==> src/rtl/msc_pkg.sv <==
// Shared types for the semi-carry-save modular multiplier.
// Assumes nothing beyond the enumeration below being used by all modules.
package msc_pkg;

    // Operating phases of the multiplier.
    typedef enum logic [1:0] {
        ST_IDLE = 2'd0,  // waiting for start
        ST_PRE  = 2'd1,  // resolving D = B + N through the adder row
        ST_MUL  = 2'd2,  // K+2 halving carry-save iterations
        ST_CONV = 2'd3   // flushing the carry word into binary
    } msc_state_e;

endpackage

==> src/rtl/msc_csa.sv <==
// One row of full adders shared by every phase.
// In halving mode the new pair is (sum>>1, majority), which is (SS+SC+X)/2
// whenever SS+SC+X is even. In plain mode the new pair is
// (sum, majority<<1), which keeps SS+SC unchanged when X is zero.
// Assumes the represented value fits in W bits, so the dropped carry MSB is zero.
module msc_csa #(
    parameter int W = 18
) (
    input  logic         halve,
    input  logic [W-1:0] ss_i,
    input  logic [W-1:0] sc_i,
    input  logic [W-1:0] x_i,
    output logic [W-1:0] ss_o,
    output logic [W-1:0] sc_o,
    output logic         lsb_o
);

    logic [W-1:0] bit_sum;
    logic [W-1:0] bit_maj;

    // Full-adder row: bitwise sum and majority of the three inputs.
    always_comb begin
        bit_sum = ss_i ^ sc_i ^ x_i;
        bit_maj = (ss_i & sc_i) | (ss_i & x_i) | (sc_i & x_i);
    end

    // Place the outputs for the selected mode.
    always_comb begin
        if (halve) begin
            ss_o = {1'b0, bit_sum[W-1:1]};
            sc_o = bit_maj;
        end else begin
            ss_o = bit_sum;
            sc_o = {bit_maj[W-2:0], 1'b0};
        end
        lsb_o = ss_o[0] ^ sc_o[0];
    end

endmodule

==> src/rtl/msc_opsel.sv <==
// Four-way operand selector feeding the adder row.
// Code (a,q): 00 -> zero, 01 -> N, 10 -> B, 11 -> D = B+N.
// Assumes all four candidates are already W bits wide.
module msc_opsel #(
    parameter int W = 18
) (
    input  logic [1:0]   sel,
    input  logic [W-1:0] opd_n,
    input  logic [W-1:0] opd_b,
    input  logic [W-1:0] opd_d,
    output logic [W-1:0] opd_o
);

    // Pick one operand according to the two-bit code.
    always_comb begin
        unique case (sel)
            2'b00:   opd_o = '0;
            2'b01:   opd_o = opd_n;
            2'b10:   opd_o = opd_b;
            default: opd_o = opd_d;
        endcase
    end

endmodule

==> src/rtl/msc_ctrl.sv <==
// Phase sequencer for the multiplier.
// It leaves the precompute and conversion phases when the datapath reports an
// empty carry word, and counts K+2 multiply iterations.
// Assumes start is sampled only in the idle phase.
module msc_ctrl #(
    parameter int K = 16
) (
    input  logic                clk,
    input  logic                rst_n,
    input  logic                start,
    input  logic                carry_empty,
    output msc_pkg::msc_state_e phase,
    output logic                busy,
    output logic                done
);
    import msc_pkg::*;

    localparam int ITERS = K + 2;
    localparam int CW    = $clog2(ITERS);
    localparam logic [CW-1:0] LAST_IT = CW'(ITERS - 1);

    msc_state_e    st_q;
    logic [CW-1:0] it_q;
    logic          done_q;

    // Phase register, iteration counter and the done pulse.
    always_ff @(posedge clk) begin
        if (!rst_n) begin
            st_q   <= ST_IDLE;
            it_q   <= '0;
            done_q <= 1'b0;
        end else begin
            done_q <= 1'b0;
            unique case (st_q)
                ST_IDLE: begin
                    if (start) st_q <= ST_PRE;
                end
                ST_PRE: begin
                    if (carry_empty) begin
                        st_q <= ST_MUL;
                        it_q <= '0;
                    end
                end
                ST_MUL: begin
                    it_q <= it_q + 1'b1;
                    if (it_q == LAST_IT) st_q <= ST_CONV;
                end
                default: begin
                    if (carry_empty) begin
                        st_q   <= ST_IDLE;
                        done_q <= 1'b1;
                    end
                end
            endcase
        end
    end

    // Status outputs.
    always_comb begin
        phase = st_q;
        busy  = (st_q != ST_IDLE);
        done  = done_q;
    end

endmodule

==> src/rtl/msc_modmul.sv <==
// Semi-carry-save radix-2 modular multiplier, top level.
// It computes A*B*2^-(K+2) mod N with one shared full-adder row. The adder row
// resolves B+N first, then runs K+2 halving iterations, then converts the
// sum/carry pair to binary. The operand bit and quotient bit for each iteration
// are registered one cycle ahead.
// Assumes N is odd and A, B < N. The result is below 2N.
module msc_modmul #(
    parameter int K = 16
) (
    input  logic         clk,
    input  logic         rst_n,
    input  logic         start,
    input  logic [K-1:0] op_a,
    input  logic [K-1:0] op_b,
    input  logic [K-1:0] modulus,
    output logic         busy,
    output logic         done,
    output logic [K:0]   result
);
    import msc_pkg::*;

    localparam int W = K + 2;

    msc_state_e   phase;
    logic [W-1:0] ss_q, sc_q, d_q, a_sh_q;
    logic [K-1:0] b_q, n_q;
    logic         ai_q, qi_q;
    logic         carry_empty;
    logic [W-1:0] opd, ss_nx, sc_nx;
    logic         lsb_nx;
    logic [1:0]   sel;
    logic         mul_mode;

    // An empty carry word ends both the precompute and the conversion.
    always_comb begin
        carry_empty = (sc_q == '0);
        mul_mode    = (phase == ST_MUL);
        sel         = mul_mode ? {ai_q, qi_q} : 2'b00;
    end

    msc_ctrl #(.K(K)) u_ctrl (
        .clk         (clk),
        .rst_n       (rst_n),
        .start       (start),
        .carry_empty (carry_empty),
        .phase       (phase),
        .busy        (busy),
        .done        (done)
    );

    msc_opsel #(.W(W)) u_opsel (
        .sel   (sel),
        .opd_n ({2'b00, n_q}),
        .opd_b ({2'b00, b_q}),
        .opd_d (d_q),
        .opd_o (opd)
    );

    msc_csa #(.W(W)) u_csa (
        .halve (mul_mode),
        .ss_i  (ss_q),
        .sc_i  (sc_q),
        .x_i   (opd),
        .ss_o  (ss_nx),
        .sc_o  (sc_nx),
        .lsb_o (lsb_nx)
    );

    // Datapath registers, advanced according to the current phase.
    always_ff @(posedge clk) begin
        if (!rst_n) begin
            ss_q   <= '0;
            sc_q   <= '0;
            d_q    <= '0;
            a_sh_q <= '0;
            b_q    <= '0;
            n_q    <= '0;
            ai_q   <= 1'b0;
            qi_q   <= 1'b0;
        end else begin
            unique case (phase)
                ST_IDLE: begin
                    if (start) begin
                        ss_q   <= {2'b00, op_b};
                        sc_q   <= {2'b00, modulus};
                        a_sh_q <= {2'b00, op_a};
                        b_q    <= op_b;
                        n_q    <= modulus;
                    end
                end
                ST_PRE: begin
                    if (carry_empty) begin
                        d_q  <= ss_q;
                        ss_q <= '0;
                        sc_q <= '0;
                        ai_q <= a_sh_q[0];
                        qi_q <= a_sh_q[0] & b_q[0];
                    end else begin
                        ss_q <= ss_nx;
                        sc_q <= sc_nx;
                    end
                end
                ST_MUL: begin
                    ss_q   <= ss_nx;
                    sc_q   <= sc_nx;
                    a_sh_q <= {1'b0, a_sh_q[W-1:1]};
                    ai_q   <= a_sh_q[1];
                    qi_q   <= lsb_nx ^ (a_sh_q[1] & b_q[0]);
                end
                default: begin
                    if (!carry_empty) begin
                        ss_q <= ss_nx;
                        sc_q <= sc_nx;
                    end
                end
            endcase
        end
    end

    // Binary result is the low K+1 bits of the resolved sum word.
    always_comb begin
        result = ss_q[K:0];
    end

endmodule

==> config.mk <==
export PLATFORM = sky130hd
export DESIGN_NAME = msc_modmul
export DESIGN_NICKNAME = d
export VERILOG_FILES = /design/src/rtl/msc_pkg.sv /design/src/rtl/msc_csa.sv /design/src/rtl/msc_opsel.sv /design/src/rtl/msc_ctrl.sv /design/src/rtl/msc_modmul.sv
export SDC_FILE = /design/constraint.sdc
export NUM_CORES = 1
export LEC_CHECK = 0
export BUFFER_PORTS_ARGS = -buffer_cell sky130_fd_sc_hd__buf_4
export CAP_MARGIN = 20
export CORE_MARGIN = 2
export CORE_UTILIZATION = 61
export CTS_BUF_LIST = sky130_fd_sc_hd__clkbuf_4
export CTS_CLUSTER_SIZE = 16
export DETAILED_ROUTE_END_ITERATION = 8
export GPL_ROUTABILITY_DRIVEN = 0
export PLACE_DENSITY = 0.92
export SKIP_CTS_REPAIR_TIMING = 1
export SLEW_MARGIN = 20
export SYNTH_ARGS = -nofsm -noshare
export SYNTH_HDL_FRONTEND = slang
export SYNTH_SLANG_ARGS = --single-unit
==> constraint.sdc <==
create_clock -name clk -period 3.05 [get_ports clk]
set_input_delay 0.4575 -clock clk [delete_from_list [all_inputs] [get_ports clk]]
set_output_delay 0.4575 -clock clk [all_outputs]
set_load 0.005 [all_outputs]
* Word-level counts from Yosys, hierarchy flattened
Index checks and enable logic that the tools add are counted.
** Cells by class
- Bitwise gates (word level) :: 12
- Mux-type cells :: 26
- Reduce and logical (&&, ||, !) cells :: 14
- Add/subtract/negate cells :: 1
- Equal/unequal tests :: 9
** Operator list (number)
- 2-to-1 mux 18 bit :: 9
- case mux 18 bit (3 select lines) :: 3
- AND 18 bit :: 3
- bitwise OR 18 bit :: 2
- case mux 18 bit (2 select lines) :: 1
- XOR 18 bit :: 2
- zero test 18 bit :: 1
- 2-to-1 mux 2 bit :: 5
- case mux 5 bit (2 select lines) :: 1
- AND reduction 2 bit :: 5
- case mux 2 bit (3 select lines) :: 1
- nonzero test 2 bit :: 3
- adder 5 x 1 -> 5 bit, second input constant :: 1
- equality test 5 bit, second input constant :: 1
- 2-to-1 mux 5 bit :: 1
- equality test 2 x 1 -> 1 bit, second input constant :: 2
- equality test 2 bit, second input constant :: 2
- zero test 2 bit :: 2
- inequality test 2 bit, second input constant :: 2
- inequality test 4 x 1 -> 1 bit, second input constant :: 1
- case mux 1 bit (2 select lines) :: 2
- AND reduction 4 bit :: 1
- OR reduction 4 bit :: 1
- 2-to-1 mux 1 bit :: 3
- 5 further kinds :: 7
** Storage, ports and cells
- Output and inout port bits :: 19
- Logic and storage cells :: 73
- Register bits :: 114
- Bits of input ports :: 51

* Logic depth before layout (Yosys ltp)
Gate-level depths: netlist (run 1).
- Word-level depth :: 11
- Mapped depth :: 11
- Gate-level depth less buffers :: 9

* Cells and area by module
From an unflattened synthesis (run 1), not the netlist that was laid out.
** Second synthesis, totals
- Cells, all modules :: 779
- Area, all modules :: 7050.5 µm²
** Modules (own cells, without submodules)
- msc_modmul :: times used 1, seq. area each 2082.0 µm², area an instance 5266.3 µm², cells an instance 629
- msc_csa :: times used 1, seq. area each 0.0 µm², area an instance 872.1 µm², cells an instance 61
- msc_opsel :: times used 1, seq. area each 0.0 µm², area an instance 474.2 µm², cells an instance 43
- msc_ctrl :: times used 1, seq. area each 160.2 µm², area an instance 437.9 µm², cells an instance 46

* Worst setup path before layout (run 1)
OpenSTA, ideal clock, no wires.
- Kind :: register to register
- Start :: register ai_q
- End :: register qi_q
- Stages on the path, launching flop included :: 10
- Path slack :: 0.707 ns
- Library setup time :: 0.120 ns
- Arrival :: 2.223 ns
- Clock period less this slack :: 2.343 ns
- Buffers on the path :: 1
- Data required time :: 2.930 ns
- Path through :: dfxtp_1 clkbuf_1 mux2_2 a22oi_1 nor2b_1 fa_1 xnor2_1 o22ai_1 a32oi_1 a21oi_1
** On the way
- Longest elaborated chain between the ends :: 10
- Elaborated cells on any way between the ends :: 15
- Those cells by class :: eq/ne: 2; mux: 5; bitwise: 7; reduce/logical: 1
** Ends and longest elaborated chain
- from (decl) :: RTL line msc_modmul.sv:27 : logic ai_q, qi_q;
- from (signal assigned) :: RTL line msc_modmul.sv:96 : ai_q <= a_sh_q[0];
- from (signal assigned) :: RTL line msc_modmul.sv:107 : ai_q <= a_sh_q[1];
- 2-to-1 mux 2 bit * :: RTL line msc_modmul.sv:38 : sel = mul_mode ? {ai_q, qi_q} : 2'b00;
- equality test 2 bit (tied with other cells) :: RTL line msc_opsel.sv:16 : unique case (sel)
- case mux 18 bit (3 select lines) * :: RTL line msc_opsel.sv:16
- AND 18 bit :: RTL line msc_csa.sv:24 : bit_maj = (ss_i & sc_i) | (ss_i & x_i) | (sc_i & x_i);
- bitwise OR 18 bit (2 in series) :: RTL line msc_csa.sv:24
- 2-to-1 mux 18 bit :: RTL line msc_csa.sv:29 : if (halve) begin
- XOR 1 bit * :: RTL line msc_csa.sv:36 : lsb_o = ss_o[0] ^ sc_o[0];
- XOR 1 bit * :: RTL line msc_modmul.sv:108 : qi_q <= lsb_nx ^ (a_sh_q[1] & b_q[0]);
- case mux 1 bit (2 select lines) * :: RTL line msc_modmul.sv:81 : unique case (phase)
- to (signal assigned) :: RTL line msc_modmul.sv:97 : qi_q <= a_sh_q[0] & b_q[0];
- to (signal assigned) :: RTL line msc_modmul.sv:108
- to (decl) :: RTL line msc_modmul.sv:27
Mark *: on every way between the ends. The rest lies on a longest branch, timed or not.
A chain may end at the register's enable or synchronous reset.

* Worst setup path after layout (run 1)
Same ends and word-level chain as after synthesis.

==> run_results.csv, run 1 <==
group,metric,value,unit
synth,synth_area,0.00610,mm^2
worst_setup_path,reg2reg_from,"ai_q",
synth,synthXorXnorAreaFrac,0.00144,
worst_setup_path,critPathBufInv,2,
route,firstDrtPassIters,5,
worst_setup_path,slowest_delay,500,ps
global_routing,antenna_found_initial,0,
cts,clk_pin_slew,160,ps
cts,cts_num_sinks,112,
synth,synth_area_leaders,"dfxtp_1 37%, nand2_1 10%, mux2_2 8.1%, fa_1 5.9%, a21oi_1 3.9%",
worst_setup_path,cp_max_fo,15,
outcome,status,"finished clean",
sta,maxSlewViolCount,0,
synth,synth_compound_area_frac,0.188,
floorplanning,ios,70,
route,viasPerCell,6.22,
placed_design,portBuffers,69,
power,p_per_area,770,mW/mm^2
synth,ys_warn_count,0,
route,wl_per_cell,17.7,um
sta,relSlewSlack,0.456,
global_routing,met3_usage,0.0420,
synth,synth_mux_area_frac,0.109,
synth,synth_edf_count,0,
floorplanning,die_w,104,um
sta,min_period,2560,ps
cells_and_area,finish.utilization,0.687,
sta,fin_crit_sh,0.838,
floorplanning,dieHeight,104,um
global_routing,grt_pass1_vias,5438,
synth,synthAdderAreaFrac,0.0713,
cts,clockBufferDepth,2,
floorplanning,dieArea,0.0108,mm^2
sta,fin_tns_setup,0,ps
placed_design,place_area,0.00653,mm^2
floorplanning,num_rows,36,
cts,cts_max_level,3,
power,p_leak,2.53,nW
route,wl,15500,um
worst_setup_path,crit_required,3420,ps
global_routing,grt_max_degree,46,
worst_setup_path,worst-r2r-cell-count,10,
cells_and_area,final-instance-count-excl-fill,874,
cells_and_area,syn_to_final_growth,9.57,%
global_routing,grtUsageMet2,0.488,
cells_and_area,final_common_cell,"nand2_1",
worst_setup_path,start_kind,"flop",
cts,numCtsBuffers,9,
sta,hold_violations,0,
sta,clock.fmax,391,MHz
hold_path,worstHoldStart,"op_b[11]",
synth,ys_ff_latch,112,
worst_setup_path,regToRegEndpoint,"qi_q",
worst_setup_path,cp-end-kind,"flop",
worst_setup_path,path_delay_family,"buffers and inverters",
sta,tightest_slew,815,ps
hold_path,hold_depth,3,
worst_setup_path,cp.arrival,2930,ps
synth,yosysSeqAreaShare,0.367,
sta,rsz0062_at_grt,"no",
cells_and_area,fin_nets,812,
cells_and_area,final_cell_area,0.00669,mm^2
cells_and_area,drive_above_1_share,0.242,
global_routing,busiest_layer,"met2",
synth,synth_top_family_by_area,"compound AO/OA/AOI/OAI gates",
cts,cts-root-buf,"clkbuf_4",
route,drc,0,
hold_path,hold_path_end,"b_q[11]",
cts,clk_latency,480,ps
floorplanning,core,0.00973,mm^2
power,finalPower,5.15,mW
job,max_cap_violations,0,
worst_setup_path,critical_path_class,"flop to flop",
floorplanning,initial_core_util,0.627,
route,num_vias,5436,
global_routing,use_met1,0.371,
route,drt-initial-drc-count,482,
synth,synth_top_cell_by_area,"dfxtp_1",
cells_and_area,mostFrequentLayoutCells,"168 x nand2_1, 112 x dfxtp_1, 83 x buf_4",
placed_design,dpl.hpwl,10700,um
global_routing,grt_overflow,0,
cts,cts_tree,"built",
synth,synthArstFlopShare,0,
cells_and_area,antennaDiodeCount,0,
synth,synth.avg_cell_area,8.55,um^2
global_routing,grt_pass1_wl,25900,um
worst_setup_path,slowest_stage,"fa_1",
placed_design,placed_cells,859,
worst_setup_path,crit_chain,"buf_4 -> nor2b_1 -> buf_4 -> a22oi_1 -> nor2b_1 -> fa_1 -> xnor2_1 -> o22ai_1 -> a32oi_1 -> a21oi_1",
global_routing,track_usage,0.293,
synth,synth_fp_nets,789,
route,drt.antenna.violating_nets,0,
power,peakVddDrop,0.447,mV
worst_setup_path,rrSetupSlack,490,ps
sta,fin_worst_skew,18.2,ps
synth,synth_cell_types,55,
synth,synthFlopType,"dfxtp_1",
sta,setup_viol,0,
synth,syn_inst,714,
synth,synth_top_area_share,0.367,
hold_path,hp-class,"primary input to flop",
cells_and_area,fill_cells,739,
synth,yosys.area_share.simple,0.183,
## where the power goes
| group | switching, mW | internal [mW] |
|---|---|---|
| registers | 0.300 | 1.76 |
| clock network | 0.478 | 0.357 |
| logic | 1.31 | 0.945 |
## Yosys cell counts (all sizes together), types with 3 or more instances
| master | instances |
|---|---|
| a31oi | 34 |
| a22oi | 14 |
| o21ai | 40 |
| nor2 | 22 |
| mux2 | 44 |
| and2 | 3 |
| a211oi | 16 |
| nand2b | 3 |
| a311oi | 3 |
| dfxtp | 112 |
| nand4 | 5 |
| nor2b | 17 |
| inv | 13 |
| and3 | 3 |
| a21oi | 57 |
| nand3 | 6 |
| fa | 18 |
| buf | 42 |
| clkbuf | 32 |
| ha | 6 |
| nor4 | 5 |
| nand2 | 178 |
| mux2i | 17 |
## layout make-up
cell class                 count  area [um^2]  area share
multi-input combinational    514         3390       0.506
tap                          133          166      0.0249
clock buffer                  12         90.1      0.0135
sequential                   112         2240       0.335
timing repair buffer          86          683       0.102
inverter                      14         52.6     0.00786
clock inverter                 3         67.6      0.0101
## metrics by stage
stage / setup slack [ps] / hold slack [ps]
after floorplan: 707 / 428
after global placement: 642 / 436
after detailed placement: 560 / 445
after CTS: 535 / 215
after global routing: 357 / 217
final: 494 / 216
## state kept, by name, indices dropped and copies added, names as in the netlist
signal and flops:
d_q 18, sc_q 18, ss_q 18, a_sh_q 16, b_q 16, n_q 16
u_ctrl.it_q 5, u_ctrl.phase 2, ai_q 1, qi_q 1, u_ctrl.done 1
## cell families (layout without fill, tap and decap cells)
group           Yosys count  in the layout
compound gates          179            179
xor+xnor                  1              1
fa+ha+maj                24             24
buf+inv                  88            115
flops                   112            112
mux                      61             61
simple gates            249            249
## layer usage
layer	vias up	wire (um)
li1	2504	-
met1	2568	5980
met2	306	7560
met3	58	1320
met4	0	601
met5	-	0
## worst max-delay path by stage
| stage | start | to | slack (ps) | cells past startpoint |
|---|---|---|---|---|
| finish | ai_q | qi_q | 490 | 10 |
| global route | ai_q | qi_q | 360 | 10 |
| CTS | ai_q | qi_q | 530 | 10 |
| detailed placement | ai_q | qi_q | 560 | 10 |
| global placement | ai_q | qi_q | 640 | 10 |
| floorplan | ai_q | qi_q | 710 | 9 |
## worst reg2reg max path, stage by stage (launching register included)
cell and delay (ps):
dfxtp_1 370, buf_4 240, nor2b_1 160, buf_4 260, a22oi_1 100, nor2b_1 160
fa_1 500, xnor2_1 270, o22ai_1 100, a32oi_1 170, a21oi_1 120
Note: power is estimated with default switching activity, not from simulation.
==> inputs of run 2 (changes only) <==
Settings changed: ABC_AREA set to 1, CORE_UTILIZATION 61 to 55, PLACE_DENSITY 0.92 to 0.88.
Clock period 3.05 ns to 2.2 ns, I/O delays scaled along.
==> run_results.csv, run 2 <==
group,metric,value,unit
cts,cts_tree,"built",
sta,worst_slack,-92.8,ps
sta,clock.fmax,436,MHz
route,drt.antenna.violating_nets,0,
route,drt-initial-drc-count,602,
global_routing,grt_max_degree,58,
cts,cts_num_sinks,112,
worst_setup_path,crit_required,2600,ps
synth,yosys-top-cells-count,"207 x nand2_1, 121 x nor2_1, 112 x dfxtp_1",
worst_setup_path,cp-end-kind,"flop",
sta,setup_viol,4,
cts,clk_pin_slew,170,ps
job,max_cap_violations,0,
floorplanning,core,0.0108,mm^2
cts,clk_latency,490,ps
global_routing,grt_pass1_wl,25700,um
sta,min_period,2290,ps
cts,clockBufferDepth,2,
placed_design,dpl.hpwl,11000,um
sta,hold_violations,0,
route,wl,16300,um
power,peakVddDrop,0.703,mV
cells_and_area,top_regs,"d_q (18), sc_q (18), ss_q (18)",
sta,fin_tns_setup,-187,ps
floorplanning,die_w,109,um
floorplanning,dieArea,0.0119,mm^2
cts,numCtsBuffers,9,
synth,syn_inst,862,
outcome,violations,"setup timing",
outcome,status,"finished with violations",
sta,fin_crit_sh,1.04,
synth,synth_top_cell_by_area,"dfxtp_1",
floorplanning,num_rows,38,
floorplanning,initial_core_util,0.562,
worst_setup_path,slowest_delay,450,ps
placed_design,portBuffers,69,
sta,relSlewSlack,0.671,
synth,synth_fp_nets,937,
sta,tightest_slew,488,ps
route,num_vias,5947,
cells_and_area,mostFrequentLayoutCells,"205 x nand2_1, 121 x nor2_1, 110 x dfxtp_1",
synth,synth_area_leaders,"dfxtp_1 37%, nand2_1 13%, o21ai_0 8.0%, nor2_1 7.5%, fa_1 5.9%",
worst_setup_path,critical_path_class,"flop to flop",
route,viasPerCell,5.69,
power,p_leak,3.12,nW
synth,synthArstFlopShare,0,
global_routing,grt_overflow,0,
synth,ys_ff_latch,112,
global_routing,track_usage,0.278,
cts,cts-root-buf,"clkbuf_4",
sta,fin_hold_ws,88.6,ps
power,p_per_area,1280,mW/mm^2
floorplanning,ios,70,
route,wl_per_cell,15.6,um
worst_setup_path,critPathBufInv,2,
sta,rsz0062_at_grt,"yes",
cells_and_area,syn_to_final_growth,13.3,%
synth,synth_top_area_share,0.368,
worst_setup_path,cp_max_fo,4,
global_routing,antenna_found_initial,1,
synth,yosysSeqAreaShare,0.368,
synth,synth_edf_count,0,
cells_and_area,drive_above_1_share,0.172,
cts,cts_max_level,3,
synth,synth_cell_types,33,
route,firstDrtPassIters,5,
synth,synth_area,0.00609,mm^2
cells_and_area,final_common_cell,"nand2_1",
worst_setup_path,path_delay_family,"adder cells",
hold_path,hp-class,"primary input to flop",
worst_setup_path,start_kind,"flop",
global_routing,grt_pass1_vias,5110,
synth,synthFlopType,"dfxtp_1",
synth,yosysMostFrequentCell,"nand2_1",
worst_setup_path,crit_chain,"inv_2 -> ha_4 -> nand2_4 -> inv_4 -> o21ai_0 -> a22oi_2 -> fa_1 -> nand2_1 -> o21ai_2 -> nand2_1 -> o21ai_1 -> or2_0 -> a21oi_1 -> nor2_1",
worst_setup_path,slowest_stage,"fa_1",
route,drc,0,
sta,fin_worst_skew,12.2,ps
worst_setup_path,cp.arrival,2700,ps
floorplanning,dieHeight,109,um
cells_and_area,finish.utilization,0.637,
cells_and_area,fin_nets,975,
sta,maxSlewViolCount,0,
synth,synth.avg_cell_area,7.07,um^2
synth,ys_warn_count,0,
worst_setup_path,crit_path_frequent_cell,"nand2_1",
-- run 2: final timing paths --
| path | from | end | slack [ps] | cells after the start |
|---|---|---|---|---|
| setup / recovery | u_ctrl.phase[0] | qi_q | -90 | 14 |
| hold / removal | op_b[3] | b_q[3] | 90 | 3 |
| setup reg to reg | u_ctrl.phase[0] | qi_q | -90 | 14 |
| hold reg to reg | a_sh_q[15] | a_sh_q[14] | 470 | 2 |
-- run 2: per-layer routing --
layer / wire length, um / global-route usage / up-vias
li1: - / - / 2878
met1: 7150 / 0.420 / 2690
met2: 6950 / 0.386 / 344
met3: 1820 / 0.0646 / 35
met4: 389 / 0.0958 / 0
met5: 0 / 0 / -
-- run 2: logic make-up (layout without fill, tap and decap cells) --
| logic type | count (synthesis) | after routing | share of synthesized area |
|---|---|---|---|
| simple gates | 389 | 389 | 0.264 |
| buf+inv | 115 | 158 | 0.0974 |
| flops | 112 | 112 | 0.368 |
| compound gates | 217 | 217 | 0.191 |
| xor+xnor | 3 | 3 | 0.00431 |
| other cells | 0 | 1 | 0 |
| fa+ha+maj | 24 | 24 | 0.0715 |
| mux | 2 | 2 | 0.00329 |
-- run 2: final cells by class --
| class | instances | area [um^2] |
|---|---|---|
| timing repair buffer | 99 | 813 |
| tap | 140 | 175 |
| inverter | 43 | 169 |
| sequential | 112 | 2240 |
| clock buffer | 9 | 67.6 |
| fill | 930 | 3940 |
| multi-input combinational | 635 | 3330 |
| clock inverter | 7 | 95.1 |
| antenna | 1 | 2.50 |
-- run 2: tightest hold or removal path: stages --
cell	delay, ps
buf_4	80
o21ai_0	70
nor2_1	70
-- run 2: through the flow --
stage | std cells | area (um^2) | power, mW | setup slack, ps
6_report | 1046 | 6900 | 8.83 | -92.8
5_1_grt | 1046 | 6900 | 9.52 | -240
4_1_cts | 1041 | 6790 | 8.65 | -77.5
3_5_place_dp | 1025 | 6630 | 7.49 | -51.7
3_3_place_gp | 1025 | 6630 | 7.41 | -5.22
2_1_floorplan | 862 | 6140 | 6.48 | -225
-- run 2: power breakdown --
group | leakage (nW) | switching, mW | internal (mW)
combinational | 2.11 | 2.94 | 1.64
sequential | 0.923 | 0.505 | 2.57
clock | 0.0879 | 0.706 | 0.464
==> inputs of run 3 (changes only) <==
Settings changed: CORE_UTILIZATION 55 to 61, PLACE_DENSITY 0.88 to 0.92.
Clock period 2.2 ns to 2.4 ns, I/O delays scaled along.
==> run_results.csv, run 3 (synthesis gave the netlist of run 2 again) <==
group,metric,value,unit
worst_setup_path,reg2reg_from,"u_ctrl.phase[0]",
cts,cts_max_level,3,
sta,clock.fmax,429,MHz
route,wl,15600,um
global_routing,busiest_layer,"met1",
global_routing,met3_usage,0.0702,
worst_setup_path,worst-r2r-cell-count,14,
cts,cts_tree,"built",
power,finalPower,7.85,mW
global_routing,grt_pass1_vias,5225,
worst_setup_path,cp-end-kind,"flop",
worst_setup_path,crit_chain,"inv_2 -> ha_4 -> nand2_2 -> inv_2 -> o21ai_0 -> a22o_1 -> fa_1 -> inv_1 -> nand2_1 -> nand2_1 -> o21ai_2 -> or2_0 -> a21oi_1 -> nor2_1",
cells_and_area,syn_to_final_growth,9.90,%
worst_setup_path,cp.arrival,2720,ps
route,drt-initial-drc-count,604,
floorplanning,dieArea,0.0108,mm^2
sta,setup_viol,0,
global_routing,antenna_found_initial,1,
power,peakVddDrop,0.590,mV
worst_setup_path,slowest_stage,"fa_1",
floorplanning,core,0.00973,mm^2
cells_and_area,final-instance-count-excl-fill,1026,
cells_and_area,mostFrequentLayoutCells,"205 x nand2_1, 121 x nor2_1, 110 x dfxtp_1",
worst_setup_path,regToRegEndpoint,"qi_q",
cts,cts-root-buf,"clkbuf_4",
global_routing,track_usage,0.289,
cells_and_area,final_common_cell,"nand2_1",
floorplanning,ios,70,
worst_setup_path,critPathBufInv,3,
worst_setup_path,critical_path_class,"flop to flop",
sta,tightest_slew,436,ps
floorplanning,num_rows,36,
sta,min_period,2330,ps
placed_design,dpl.hpwl,10900,um
worst_setup_path,cp_max_fo,4,
hold_path,hold_path_end,"a_sh_q[8]",
hold_path,worstHoldStart,"op_a[8]",
global_routing,grt_overflow,0,
route,firstDrtPassIters,8,
route,num_vias,5873,
power,p_leak,3.02,nW
cells_and_area,fin_nets,962,
floorplanning,initial_core_util,0.626,
worst_setup_path,rrSetupSlack,70,ps
cts,numCtsBuffers,9,
global_routing,grt_pass1_wl,25700,um
sta,relSlewSlack,0.710,
worst_setup_path,slowest_delay,380,ps
sta,maxSlewViolCount,0,
worst_setup_path,path_delay_family,"simple AND/OR/NAND/NOR gates",
cts,clockBufferDepth,2,
cells_and_area,drive_above_1_share,0.157,
worst_setup_path,crit_required,2790,ps
global_routing,grt_max_degree,43,
route,viasPerCell,5.72,
sta,hold_violations,0,
outcome,status,"finished clean",
route,wl_per_cell,15.2,um
job,max_cap_violations,0,
global_routing,use_met1,0.440,
global_routing,grtUsageMet2,0.412,
hold_path,hp-class,"primary input to flop",
placed_design,placed_cells,1009,
power,p_per_area,1170,mW/mm^2
cts,cts_num_sinks,112,
sta,fin_worst_skew,26.5,ps
cts,clk_pin_slew,180,ps
floorplanning,die_w,104,um
floorplanning,dieHeight,104,um
route,drt.antenna.violating_nets,0,
sta,fin_crit_sh,0.971,
cells_and_area,top_regs,"d_q (18), sc_q (18), ss_q (18)",
sta,rsz0062_at_grt,"yes",
hold_path,hold_depth,3,
worst_setup_path,start_kind,"flop",
placed_design,portBuffers,69,
cts,clk_latency,490,ps
route,drc,0,
==> run 3: cell count changes in the layout (fill, tap and decap cells not counted), sizes merged <==
| cell | previous run | this run |
|---|---|---|
| clkinv | 5 | 4 |
| inv | 43 | 45 |
| bufinv | 2 | 0 |
| buf | 98 | 86 |
==> run 3: worst max-delay path by stage <==
stage / depth (start not counted) / to / slack, ps / start
2_1_floorplan: 16 / qi_q / -20 / u_ctrl.phase[0]
3_3_place_gp: 14 / qi_q / 210 / u_ctrl.phase[0]
3_5_place_dp: 14 / qi_q / 150 / u_ctrl.phase[0]
4_1_cts: 12 / sc_q[16] / 120 / u_ctrl.phase[0]
5_1_grt: 14 / qi_q / -60 / u_ctrl.phase[0]
6_report: 14 / qi_q / 70 / u_ctrl.phase[0]
==> run 3: layout make-up <==
type | count | area [um^2]
antenna | 1 | 2.50
clock buffer | 10 | 75.1
clock inverter | 6 | 51.3
fill | 793 | 3040
inverter | 43 | 166
multi-input combinational | 635 | 3310
sequential | 112 | 2240
tap | 133 | 166
timing repair buffer | 86 | 678
==> run 3: where the power goes <==
group | internal [mW] | leakage, nW | total [mW] | switching (mW)
Combinational | 1.43 | 2.02 | 4.10 | 2.67
Sequential | 2.36 | 0.923 | 2.83 | 0.474
Clock | 0.243 | 0.0733 | 0.914 | 0.672
Total | 4.03 | 3.02 | 7.85 | 3.82
==> run 3: per-stage QoR <==
| stage | setup slack, ps | hold WS, ps | util | TNS [ps] | instance area [um^2] |
|---|---|---|---|---|---|
| 6_report | 68.9 | 113 | 0.688 | 0 | 6690 |
| 5_1_grt | -56.1 | 110 | 0.688 | -98.3 | 6690 |
| 4_1_cts | 117 | 120 | 0.685 | 0 | 6660 |
| 3_5_place_dp | 148 | 449 | 0.672 | 0 | 6540 |
| 3_3_place_gp | 210 | 446 | 0.672 | 0 | 6540 |
| 2_1_floorplan | -24.8 | 430 | - | -24.8 | 6140 |
==> run 3: worst min-delay path, stage by stage <==
cell	delay, ps
buf_4	110
nand2_1	50
a31oi_1	70
==> run 3: metal layers <==
| layer | vias to the layer above | wire, um |
|---|---|---|
| met5 | - | 0 |
| met4 | 0 | 180 |
| met3 | 20 | 1880 |
| met2 | 358 | 6560 |
| met1 | 2638 | 6940 |
| li1 | 2857 | - |
